<file path="src/rtl/disc_pkg.sv">
package disc_pkg;

  // Comparator flag pair for one channel.
  typedef struct packed {
    logic hi;  // above the upper threshold
    logic lo;  // below the lower threshold
  } cmp_pair_t;

  typedef enum logic [1:0] {
    EVT_HOLD = 2'd0,
    EVT_SET  = 2'd1,
    EVT_CLR  = 2'd2,
    EVT_BOTH = 2'd3
  } hyst_evt_e;

  function automatic hyst_evt_e classify(input cmp_pair_t p);
    case ({p.hi, p.lo})
      2'b10:   return EVT_SET;
      2'b01:   return EVT_CLR;
      2'b11:   return EVT_BOTH;
      default: return EVT_HOLD;
    endcase
  endfunction

endpackage

</file>
<file path="src/rtl/disc_cmp_override.sv">
module disc_cmp_override
  import disc_pkg::*;
(
  input  cmp_pair_t raw,
  input  logic      mode_bit,
  input  logic      test_en,
  output cmp_pair_t eff
);
  // In self-test the comparator inputs are both driven from the mode bit:
  // mode 1 reads as "above high", mode 0 as "below low".
  always_comb begin
    if (test_en) begin
      eff.hi = mode_bit;
      eff.lo = ~mode_bit;
    end else begin
      eff = raw;
    end
  end
endmodule

</file>
<file path="src/rtl/disc_hyst_cell.sv">
module disc_hyst_cell
  import disc_pkg::*;
#(
  parameter logic RESET_VAL = 1'b0
) (
  input  logic      clk,
  input  logic      rst,
  input  logic      upd_en,
  input  cmp_pair_t pair,
  output logic      state_q
);
  hyst_evt_e evt;

  always_comb evt = classify(pair);

  always_ff @(posedge clk) begin
    if (rst) begin
      state_q <= RESET_VAL;
    end else if (upd_en) begin
      case (evt)
        EVT_SET: state_q <= 1'b1;
        EVT_CLR: state_q <= 1'b0;
        default: state_q <= state_q;  // in-band or conflicting flags
      endcase
    end
  end
endmodule

</file>
<file path="src/rtl/disc_switch_ctl.sv">
module disc_switch_ctl (
  input  logic clk,
  input  logic rst,
  input  logic cfg_done,
  input  logic mode_bit,
  output logic pu_q,
  output logic pd_q
);
  always_ff @(posedge clk) begin
    if (rst) begin
      pu_q <= 1'b0;
      pd_q <= 1'b0;
    end else begin
      pu_q <= cfg_done & mode_bit;
      pd_q <= cfg_done & ~mode_bit;
    end
  end
endmodule

</file>
<file path="src/rtl/disc_sense_chan.sv">
module disc_sense_chan
  import disc_pkg::*;
(
  input  logic clk,
  input  logic rst,
  input  logic above_hi,
  input  logic below_lo,
  input  logic mode_bit,
  input  logic test_en,
  input  logic cfg_done,
  output logic state_q,
  output logic pu_q,
  output logic pd_q
);
  cmp_pair_t raw_pair;
  cmp_pair_t eff_pair;
  logic      upd_en;

  always_comb begin
    raw_pair.hi = above_hi;
    raw_pair.lo = below_lo;
    upd_en      = cfg_done | test_en;
  end

  disc_cmp_override u_ovr (
    .raw      (raw_pair),
    .mode_bit (mode_bit),
    .test_en  (test_en),
    .eff      (eff_pair)
  );

  disc_hyst_cell #(.RESET_VAL(1'b0)) u_hyst (
    .clk     (clk),
    .rst     (rst),
    .upd_en  (upd_en),
    .pair    (eff_pair),
    .state_q (state_q)
  );

  disc_switch_ctl u_sw (
    .clk      (clk),
    .rst      (rst),
    .cfg_done (cfg_done),
    .mode_bit (mode_bit),
    .pu_q     (pu_q),
    .pd_q     (pd_q)
  );
endmodule

</file>
<file path="src/rtl/disc_sense_array.sv">
module disc_sense_array #(
  parameter int N_CH = 8
) (
  input  logic            clk,
  input  logic            rst,
  input  logic [N_CH-1:0] above_hi,
  input  logic [N_CH-1:0] below_lo,
  input  logic [N_CH-1:0] mode,
  input  logic            test_en,
  input  logic            cfg_done,
  output logic [N_CH-1:0] sense_out,
  output logic [N_CH-1:0] pullup_en,
  output logic [N_CH-1:0] pulldown_en
);
  for (genvar g = 0; g < N_CH; g++) begin : g_ch
    disc_sense_chan u_ch (
      .clk      (clk),
      .rst      (rst),
      .above_hi (above_hi[g]),
      .below_lo (below_lo[g]),
      .mode_bit (mode[g]),
      .test_en  (test_en),
      .cfg_done (cfg_done),
      .state_q  (sense_out[g]),
      .pu_q     (pullup_en[g]),
      .pd_q     (pulldown_en[g])
    );
  end
endmodule

</file>
<file path="config.mk">
export PLATFORM = sky130hd
export DESIGN_NAME = disc_sense_array
export DESIGN_NICKNAME = d
export VERILOG_FILES = /design/src/rtl/disc_pkg.sv /design/src/rtl/disc_cmp_override.sv /design/src/rtl/disc_hyst_cell.sv /design/src/rtl/disc_switch_ctl.sv /design/src/rtl/disc_sense_chan.sv /design/src/rtl/disc_sense_array.sv
export SDC_FILE = /design/constraint.sdc
export NUM_CORES = 1
export LEC_CHECK = 0
export ABC_AREA = 1
export BUFFER_PORTS_ARGS = -buffer_cell sky130_fd_sc_hd__clkbuf_2
export CAP_MARGIN = 20
export CELL_PAD_IN_SITES_DETAIL_PLACEMENT = 0
export CELL_PAD_IN_SITES_GLOBAL_PLACEMENT = 1
export CORE_MARGIN = 4
export CORE_UTILIZATION = 37
export CTS_BUF_LIST = sky130_fd_sc_hd__clkbuf_2 sky130_fd_sc_hd__clkbuf_4 sky130_fd_sc_hd__clkbuf_8
export DETAILED_ROUTE_END_ITERATION = 6
export PLACE_DENSITY = 0.87
export SLEW_MARGIN = 40
export SYNTH_ARGS = -nofsm -noshare
export SYNTH_HDL_FRONTEND = slang
export SYNTH_SLANG_ARGS = --single-unit
</file>
<file path="constraint.sdc">
create_clock -name clk -period 2.6 [get_ports clk]
set_clock_uncertainty 0.15 [all_clocks]
set_input_delay 0 -clock clk [delete_from_list [all_inputs] [get_ports clk]]
set_output_delay 0 -clock clk [all_outputs]
set_load 0.005 [all_outputs]
</file>
==> results of run 1 <==
[per-layer routing]
layer | vias up | track usage [%] | routed length, um
li1 | 550 | - | -
met1 | 395 | 14.5 | 1180
met2 | 30 | 21.1 | 1090
met3 | 4 | 2.89 | 143
met4 | 0 | 4.57 | 38
met5 | - | 0 | 0
[worst max path at each step]
stage	end	slack (ns)	depth (start not counted)
after floorplan	g_ch[6].u_ch.u_hyst.state_q$_SDFFE_PP0P_	1.42	9
after global placement	g_ch[1].u_ch.u_hyst.state_q$_SDFFE_PP0P_	1.27	9
after detailed placement	g_ch[1].u_ch.u_hyst.state_q$_SDFFE_PP0P_	1.25	9
after CTS	g_ch[1].u_ch.u_hyst.state_q$_SDFFE_PP0P_	1.27	10
after global routing	g_ch[2].u_ch.u_hyst.state_q$_SDFFE_PP0P_	1.15	9
final	g_ch[0].u_ch.u_hyst.state_q$_SDFFE_PP0P_	1.28	10
[metrics by stage]
step / area (um^2) / total power, mW / instances / util (%) / worst slack (ns)
5_1_grt: 1490 / 0.826 / 243 / 47.2 / 1.15
2_1_floorplan: 1260 / 0.545 / 162 / - / 1.42
3_3_place_gp: 1350 / 0.569 / 229 / 42.9 / 1.27
6_report: 1490 / 0.769 / 243 / 47.2 / 1.28
3_5_place_dp: 1350 / 0.570 / 229 / 42.9 / 1.25
4_1_cts: 1490 / 0.778 / 243 / 47.2 / 1.27
[cell families (layout without fill, tap and decap cells)]
group                      after synthesis  count (layout)  synth area share, %
AOI/OAI and AO/OA                       16              16                 7.55
buffers and inverters                   47              84                 23.5
DFF                                     24              24                 38.2
adders and majority gates                8               8                 7.95
and+or+nand+nor                         67              67                 22.9
[placed cells by master, fill, tap and decap left out, drive strengths merged]
cell type / n
inv: 19
clkbuf: 55
ha: 8
nand2: 33
a21oi: 9
dfxtp: 24
nand3: 8
o21ai: 7
nor2: 26
dlygate4sd3: 10
[worst reg2reg max path, cell delays in order, from the launching register on]
cell     delay (ns)
dfxtp_1        0.34
a21oi_1        0.12
nor2_1         0.06
[registers in the layout (all words and copies together) (netlist names)]
register                  count
g_ch.u_ch.u_hyst.state_q      8
g_ch.u_ch.u_sw.pu_q           8
g_ch.u_ch.u_sw.pd_q           8
[power by group through the flow]
stage | registers [mW] | logic, mW | clock network (mW)
global route | 0.408 | 0.194 | 0.224
finish | 0.405 | 0.166 | 0.197
floorplan | 0.411 | 0.133 | 0
detailed placement | 0.414 | 0.156 | 0
global placement | 0.414 | 0.155 | 0
CTS | 0.406 | 0.169 | 0.203
[final cells by class]
type | instances | share of cell area (%)
multi-input cells | 91 | 32.4
repair buffers | 61 | 23.9
inverters | 19 | 5.29
clock buffers | 4 | 2.44
well taps | 44 | 3.70
flip-flops and latches | 24 | 32.3
==> impl_metrics.py, run 1 <==
metrics = {
    "yosys": {
        "syn_avg_cell_area_um2": 7.77,
        "yosysTopAreaCell": "dfxtp_1",
        "ys_warn_count": 0,
        "synth_area_um2": 1260,
        "synth_cells": 162,
        "netlist.area_leader.share_pct": 38.2,
        "synth_cell_types": 17,
        "ys_top_cells_by_area": "dfxtp_1, buf_4, nand2_1",
        "synthArstFlopShare_pct": 0,
        "synth.most_common_cell": "nand2_1",
        "synth_edf_count": 0,
        "synthTopCellsByCount": "nand2_1, nor2_1, buf_4, dfxtp_1, inv_1",
        "ys_ff_latch": 24,
        "ys.flop_type": "dfxtp_1",
        "yosysSeqAreaShare_pct": 38.2,
        "synth_nets": 198,
    },
    "pwr": {
        "p_switching_mw": 0.210,
        "power_frac_comb_pct": 21.6,
        "internal_power_mw": 0.559,
        "swShare_pct": 27.3,
        "power_density_nw_per_um2": 516,
        "p_leak_nw": 0.838,
        "seqPwrFrac_pct": 52.7,
        "p_clk_share_pct": 25.6,
        "peakVddDrop_mv": 0.176,
    },
    "clock_tree": {
        "cts_resized": 0,
        "cts_sinks": 24,
        "cts_max_level": 1,
        "clock_latency_ns": 0.31,
        "cts_hold_buf": 10,
        "cts_max_path_buffers": 2,
        "cts_root_buf": "clkbuf_4",
        "post-cts-setup-buffers": 0,
        "cts_tree": "built",
        "cts.reportedPaths.clkPinSlew_ns": 0.13,
        "cts_buffers": 3,
    },
    "min_path": {
        "holdCritStartpoint": "below_lo[7]",
        "min_path_cells": 7,
        "hold_class": "in -> reg",
        "hold_end": "g_ch[7].u_ch.u_hyst.state_q$_SDFFE_PP0P_",
    },
    "drt": {
        "drt_pass1_iterations": 4,
        "drt_wl_total_mm": 2.45,
        "drtIter0Drc": 52,
        "viasPerCell": 4.03,
        "ant_nets": 0,
        "vias": 979,
        "drc": 0,
        "routedWlPerCell_um": 10.1,
    },
    "floorplanning": {
        "coreArea_um2": 3150,
        "pin_count": 52,
        "dieWidth_um": 66.3,
        "die-area_um2": 4400,
        "fp.dieH_um": 66.3,
        "start_util_pct": 39.9,
        "rows": 20,
    },
    "grt": {
        "grt_overflow_total": 0,
        "grt_max_degree": 18,
        "grt_pass1_wl_mm": 4.08,
        "grt_antenna_before_repair": 0,
        "track_usage_pct": 12.2,
        "first_global_vias": 973,
    },
    "sta": {
        "fmax_ghz": 0.756,
        "hold_viol_final": 0,
        "grt_setup_unrepaired": "false",
        "tightest_slew_ns": 0.460,
        "slew_headroom_pct": 69.3,
        "fin_crit_ns": 1.32,
        "post-route-period-util_pct": 50.9,
        "finalSetupTns_ns": 0,
        "slew_violations": 0,
        "setup_viol": 0,
        "holdWs_ns": 0.0328,
    },
    "worst_setup_path": {
        "critPathLaunch": "mode[0]",
        "startpoint_type": "input pin",
        "r2r_cells": 2,
        "reg2reg_to": "g_ch[2].u_ch.u_hyst.state_q$_SDFFE_PP0P_",
        "cp-end-kind": "flop",
        "path_buf_inv": 4,
        "r2r_start": "g_ch[2].u_ch.u_hyst.state_q$_SDFFE_PP0P_",
        "slowest_stage": "dlygate4sd3_1",
        "r2r_slack_ns": 1.85,
        "crit_arrival_ns": 1.39,
        "path_cells": "dlygate4sd3_1 > clkbuf_2 > nand2_1 > inv_1 > a21oi_1 > ha_1 > inv_1 > nand3_1 > nand2_1 > nor2_1",
        "critPathTopFamily": "buffers and inverters",
        "crit_type": "in -> reg",
        "cp_max_fo": 3,
        "cp.required_ns": 2.67,
        "slowest_delay_ns": 0.54,
    },
    "layout": {
        "multi_input_area_um2": 483,
        "drive_above_1_share_pct": 32.2,
        "fill_cells": 332,
        "synthToLayoutAreaGrowth_pct": 18.3,
        "final-seq-area_um2": 480,
        "antenna_cells_inserted": 0,
        "finalNetCount": 236,
    },
    "placement": {
        "port_buffers": 51,
        "dp_hpwl_mm": 1.87,
        "gp_congestion": 0.762,
    },
    "job": {
        "maxCapViolCount": 0,
    },
    "run_status": {
        "status": "complete, no violations",
    },
}
Power figures use the tool's default switching activity.
==> run 2, diff against run 1 <==
- ABC_AREA: 1 -> 0
- CORE_UTILIZATION: 37 -> 38
- PLACE_DENSITY: 0.87 -> 0.82
- clock period: 2.6 -> 1.3 ns (I/O delays scaled with it)
==> run 2 against run 1 <==
- via count is 1.3% lower
- sequential share of layout area fell by 3.2 points
- non-clock buffer count is 2 higher
- count of clock-buffer cells in the layout decreased by 1
- global-route usage fell by 0.084 points
- critical path type unchanged
- critical endpoint is now g_ch[2].u_ch.u_hyst.state_q$_SDFFE_PP0P_
==> impl_metrics.py, run 2 <==
metrics = {
    "sta": {
        "finalSetupTns_ns": 0,
        "fin_crit_ns": 1.21,
        "slew_headroom_pct": 75.2,
        "fmax_ghz": 0.827,
        "hold_viol_final": 0,
        "slew_violations": 0,
        "tightest_slew_ns": 0.372,
        "grt_setup_unrepaired": "false",
        "setup_viol": 0,
        "post-route-period-util_pct": 93.1,
    },
    "placement": {
        "dp_hpwl_mm": 1.99,
        "port_buffers": 51,
        "postPlaceCellArea_um2": 1500,
        "gp_congestion": 0.699,
    },
    "yosys": {
        "synth.most_common_cell": "buf_4",
        "synth_area_um2": 1390,
        "yosysSeqAreaShare_pct": 34.6,
        "netlist.area_leader.share_pct": 34.6,
        "syn_avg_cell_area_um2": 10.2,
        "ys.flop_type": "dfxtp_1",
        "ys_top_cells_by_area": "dfxtp_1, buf_4, mux2i_1",
        "synthTopCellsByCount": "buf_4, dfxtp_1, mux2i_1, nor2_1",
        "synth_cells": 136,
        "ys_warn_count": 0,
        "synth_nets": 172,
        "yosysTopAreaCell": "dfxtp_1",
        "synthArstFlopShare_pct": 0,
        "synth_edf_count": 0,
        "synth_cell_types": 17,
        "ys_ff_latch": 24,
    },
    "clock_tree": {
        "cts_root_buf": "clkbuf_8",
        "cts_max_path_buffers": 2,
        "cts_buffers": 3,
        "cts_tree": "built",
        "post-cts-setup-buffers": 0,
        "cts_hold_buf": 8,
        "cts.reportedPaths.clkPinSlew_ns": 0.08,
        "cts_sinks": 24,
        "cts_resized": 0,
        "clock_latency_ns": 0.26,
        "cts_max_level": 1,
    },
    "grt": {
        "track_usage_pct": 12.1,
        "grt_antenna_before_repair": 0,
        "grt_overflow_total": 0,
        "first_global_vias": 994,
        "grt_max_degree": 25,
        "grt_pass1_wl_mm": 4.19,
    },
    "pwr": {
        "swShare_pct": 22.3,
        "power_frac_comb_pct": 20.8,
        "internal_power_mw": 1.43,
        "peakVddDrop_mv": 0.504,
        "p_switching_mw": 0.412,
        "p_leak_nw": 0.888,
        "power_density_nw_per_um2": 1120,
        "p_total_mw": 1.84,
        "p_clk_share_pct": 35.3,
        "seqPwrFrac_pct": 43.9,
    },
    "layout": {
        "layout_common_cells": "clkbuf_2, dfxtp_1, mux2i_1, nor2_1",
        "fill_cells": 323,
        "antenna_cells_inserted": 0,
        "fin_util_pct": 48.0,
        "synthToLayoutAreaGrowth_pct": 19.0,
        "final_common_cell": "clkbuf_2",
        "finalNetCount": 210,
        "design_area_um2": 1650,
        "top_regs": "g_ch.u_ch.u_hyst.state_q: 8 flops, g_ch.u_ch.u_sw.pd_q: 8 flops, g_ch.u_ch.u_sw.pu_q: 8 flops",
        "drive_above_1_share_pct": 40.5,
    },
    "min_path": {
        "holdCritStartpoint": "rst",
        "min_path_cells": 3,
        "hold_class": "in -> reg",
    },
    "worst_setup_path": {
        "startpoint_type": "input pin",
        "crit_type": "in -> reg",
        "r2r_start": "g_ch[1].u_ch.u_hyst.state_q$_SDFFE_PP0P_",
        "critPathLaunch": "test_en",
        "crit_arrival_ns": 1.22,
        "r2r_cells": 2,
        "cp-end-kind": "flop",
        "cp_max_fo": 24,
        "cp.required_ns": 1.31,
    },
    "floorplanning": {
        "pin_count": 52,
        "coreArea_um2": 3440,
        "start_util_pct": 40.3,
        "die-area_um2": 4680,
        "dieWidth_um": 68.4,
        "rows": 21,
        "fp.dieH_um": 68.4,
    },
    "job": {
        "maxCapViolCount": 0,
    },
    "drt": {
        "drt_wl_total_mm": 2.58,
        "ant_nets": 0,
        "drtIter0Drc": 21,
        "vias": 966,
        "routedWlPerCell_um": 11.8,
        "drc": 0,
        "drt_pass1_iterations": 4,
        "viasPerCell": 4.41,
    },
    "run_status": {
        "status": "complete, no violations",
    },
}
-- run 2: changes by cell type in the layout (fill, tap and decap cells not counted), moves of 4 or more --
cell / previous run / this run
nand3_1: 6 / 0
and2b_1: 0 / 5
and2_1: 0 / 8
o21bai_1: 0 / 5
o21ai_0: 7 / 0
nor2b_1: 0 / 4
a21oi_1: 5 / 0
mux2i_1: 0 / 16
inv_1: 17 / 8
a21oi_2: 4 / 0
mux2_2: 0 / 5
nor2_1: 26 / 16
nand2_1: 32 / 0
-- run 2: final cells by class --
type	count	area (um^2)	share of cell area [%]
multi-input cells	74	634	38.4
flip-flops and latches	24	480	29.1
repair buffers	63	378	22.9
well taps	46	57.6	3.48
clock buffers	3	41.3	2.50
clock inverters	1	30.0	1.82
inverters	8	30.0	1.82
-- run 2: logic make-up (layout without fill, tap and decap cells) --
group | after synthesis | in the layout | synth area share (%)
compound gates | 8 | 8 | 6.76
simple gates | 34 | 34 | 12.9
buf+inv | 38 | 75 | 19.7
fa+ha+maj | 8 | 8 | 7.21
flops | 24 | 24 | 34.6
mux | 24 | 24 | 18.8
-- run 2: worst max-delay path, stage by stage --
cell and delay (ns):
clkbuf_2 0.10, buf_12 0.18, mux2i_1 0.22, ha_1 0.25
o21bai_4 0.17, mux2_4 0.29
-- run 2: through the flow --
step                instances  worst slack (ns)  hold WS (ns)
finish                    219            0.0901         0.121
global route              219            0.0312         0.147
CTS                       219            0.0878         0.124
detailed placement        207            -0.203        0.0658
global placement          207            -0.152        0.0588
floorplan                 136            -0.213       -0.0776
-- run 2: final timing paths --
kind | end | slack, ns
max | g_ch[2].u_ch.u_hyst.state_q$_SDFFE_PP0P_ | 0.09
min | g_ch[6].u_ch.u_hyst.state_q$_SDFFE_PP0P_ | 0.12
max reg2reg | g_ch[1].u_ch.u_hyst.state_q$_SDFFE_PP0P_ | 0.32
min reg2reg | g_ch[5].u_ch.u_hyst.state_q$_SDFFE_PP0P_ | 0.46
-- run 2: power groups by stage --
| stage | logic (mW) | registers, mW | clock network, mW |
|---|---|---|---|
| after CTS | 0.393 | 0.812 | 0.669 |
| after global routing | 0.433 | 0.817 | 0.693 |
| after detailed placement | 0.371 | 0.829 | 0 |
| final | 0.383 | 0.810 | 0.650 |
| after global placement | 0.358 | 0.827 | 0 |
| after floorplan | 0.316 | 0.821 | 0 |
-- run 2: routing by layer --
layer	track usage [%]	vias to the layer above	wire length [um]
met5	0	-	0
met4	3.97	0	15
met3	4.60	2	213
met2	22.3	34	1350
met1	12.5	447	996
li1	-	483	-
==> run 3, diff against run 2 <==
- ABC_AREA: 0 -> 1
- CORE_UTILIZATION: 38 -> 34
- PLACE_DENSITY: 0.82 -> 0.8
- SLEW_MARGIN: 40 -> 20
- clock period: 1.3 -> 1.27 ns (I/O delays scaled with it)
==> run 3 against run 2 <==
- cell area decreased by 0.38%
- register-to-register slack improved by 0.20 ns
- sequential share of layout area increased by 0.11 points
- die area increased by 1.2%
- routed wire length increased by 4.0%
- largest cell class is now non-clock buffers
- highest routed layer unchanged
==> impl_metrics.py, run 3 (synthesis gave the netlist of run 1 again) <==
metrics = {
    "grt": {
        "grt_pass1_wl_mm": 4.50,
        "grt_antenna_before_repair": 0,
        "first_global_vias": 1019,
        "track_usage_pct": 12.8,
        "grt_overflow_total": 0,
        "grt_max_degree": 18,
    },
    "job": {
        "maxCapViolCount": 0,
    },
    "clock_tree": {
        "cts_buffers": 3,
        "cts_tree": "built",
        "cts_sinks": 24,
        "post-cts-setup-buffers": 0,
        "cts_max_level": 1,
        "clock_latency_ns": 0.26,
        "cts_resized": 0,
        "cts_hold_buf": 20,
        "cts_max_path_buffers": 2,
        "cts_root_buf": "clkbuf_8",
        "cts.reportedPaths.clkPinSlew_ns": 0.08,
    },
    "placement": {
        "dp_hpwl_mm": 2.01,
        "port_buffers": 51,
        "pre_cts_ws_ns": 0.0445,
        "postPlaceCellArea_um2": 1390,
        "gp_congestion": 0.707,
        "dp_cells": 234,
    },
    "worst_setup_path": {
        "crit_type": "in -> reg",
        "cp-end-kind": "flop",
        "r2r_slack_ns": 0.52,
        "startpoint_type": "input pin",
        "crit_arrival_ns": 1.10,
        "cp_max_fo": 8,
        "cp.required_ns": 1.32,
    },
    "sta": {
        "grt_setup_unrepaired": "false",
        "hold_viol_final": 0,
        "fin_crit_ns": 1.05,
        "finalSetupTns_ns": 0,
        "slew_headroom_pct": 77.4,
        "fmax_ghz": 0.956,
        "slew_violations": 0,
        "worst_slack_ns": 0.224,
        "setup_viol": 0,
        "tightest_slew_ns": 0.337,
        "post-route-period-util_pct": 82.3,
    },
    "floorplanning": {
        "pin_count": 52,
        "coreArea_um2": 3440,
        "rows": 21,
        "fp.dieH_um": 68.8,
        "start_util_pct": 36.6,
        "dieWidth_um": 68.8,
        "die-area_um2": 4740,
    },
    "min_path": {
        "hold_class": "in -> reg",
    },
    "run_status": {
        "status": "complete, no violations",
    },
    "pwr": {
        "peakVddDrop_mv": 0.401,
        "power_density_nw_per_um2": 1040,
        "p_leak_nw": 0.917,
    },
    "layout": {
        "synthToLayoutAreaGrowth_pct": 30.7,
        "layout_common_cells": "clkbuf_2, nand2_1, nor2_1",
        "design_area_um2": 1650,
        "multi_input_area_um2": 483,
        "drive_above_1_share_pct": 31.6,
        "final_common_cell": "clkbuf_2",
        "finalNetCount": 249,
        "antenna_cells_inserted": 0,
        "fin_util_pct": 47.8,
        "fin_cells": 258,
        "fill_cells": 356,
        "top_regs": "g_ch.u_ch.u_hyst.state_q: 8 flops, g_ch.u_ch.u_sw.pd_q: 8 flops, g_ch.u_ch.u_sw.pu_q: 8 flops",
        "final-seq-area_um2": 480,
    },
    "drt": {
        "drtIter0Drc": 45,
        "drt_pass1_iterations": 4,
        "viasPerCell": 4.16,
        "ant_nets": 0,
        "routedWlPerCell_um": 10.4,
        "drc": 0,
        "vias": 1072,
        "drt_wl_total_mm": 2.68,
    },
}
run 3: routing by layer:
metal | GRT usage [%] | part of all wire, % | vias to the layer above
met5 | 0 | 0 | -
met4 | 5.11 | 0.78 | 0
met3 | 3.57 | 8.7 | 2
met2 | 21.7 | 46 | 34
met1 | 15.2 | 45 | 459
li1 | - | - | 577
run 3: area by class of cell:
class	count	area share [%]
repair buffers	74	29.8
multi-input cells	91	29.4
flip-flops and latches	24	29.2
inverters	19	4.79
well taps	46	3.50
clock buffers	4	3.35
run 3: report_power, final:
part           leakage [nW]  internal [mW]  total, mW  switching, mW
Sequential            0.198          0.806      0.830         0.0242
Clock                0.0288          0.276      0.514          0.238
Combinational         0.690          0.190      0.373          0.183
run 3: path summary, 6_finish.rpt:
| kind | startpoint | end | cells past startpoint |
|---|---|---|---|
| max reg2reg | g_ch[5].u_ch.u_hyst.state_q$_SDFFE_PP0P_ | g_ch[5].u_ch.u_hyst.state_q$_SDFFE_PP0P_ | 2 |
| min | cfg_done | g_ch[6].u_ch.u_sw.pu_q$_SDFF_PP0_ | 4 |
| max | rst | g_ch[2].u_ch.u_hyst.state_q$_SDFFE_PP0P_ | 5 |
| min reg2reg | g_ch[7].u_ch.u_hyst.state_q$_SDFFE_PP0P_ | g_ch[7].u_ch.u_hyst.state_q$_SDFFE_PP0P_ | 2 |
run 3: per-stage QoR:
stage / hold WS, ns / total power [mW]
2_1_floorplan: -0.0785 / 1.12
3_3_place_gp: 0.0269 / 1.18
3_5_place_dp: 0.0294 / 1.18
4_1_cts: 0.00392 / 1.74
5_1_grt: 0.0391 / 1.83
6_report: 0.0144 / 1.72
run 3: worst max-delay path: stages:
cell and delay, ns:
clkbuf_2 0.10, inv_2 0.06, dlygate4sd3_1 0.75, nand2_1 0.09
nor2_1 0.09
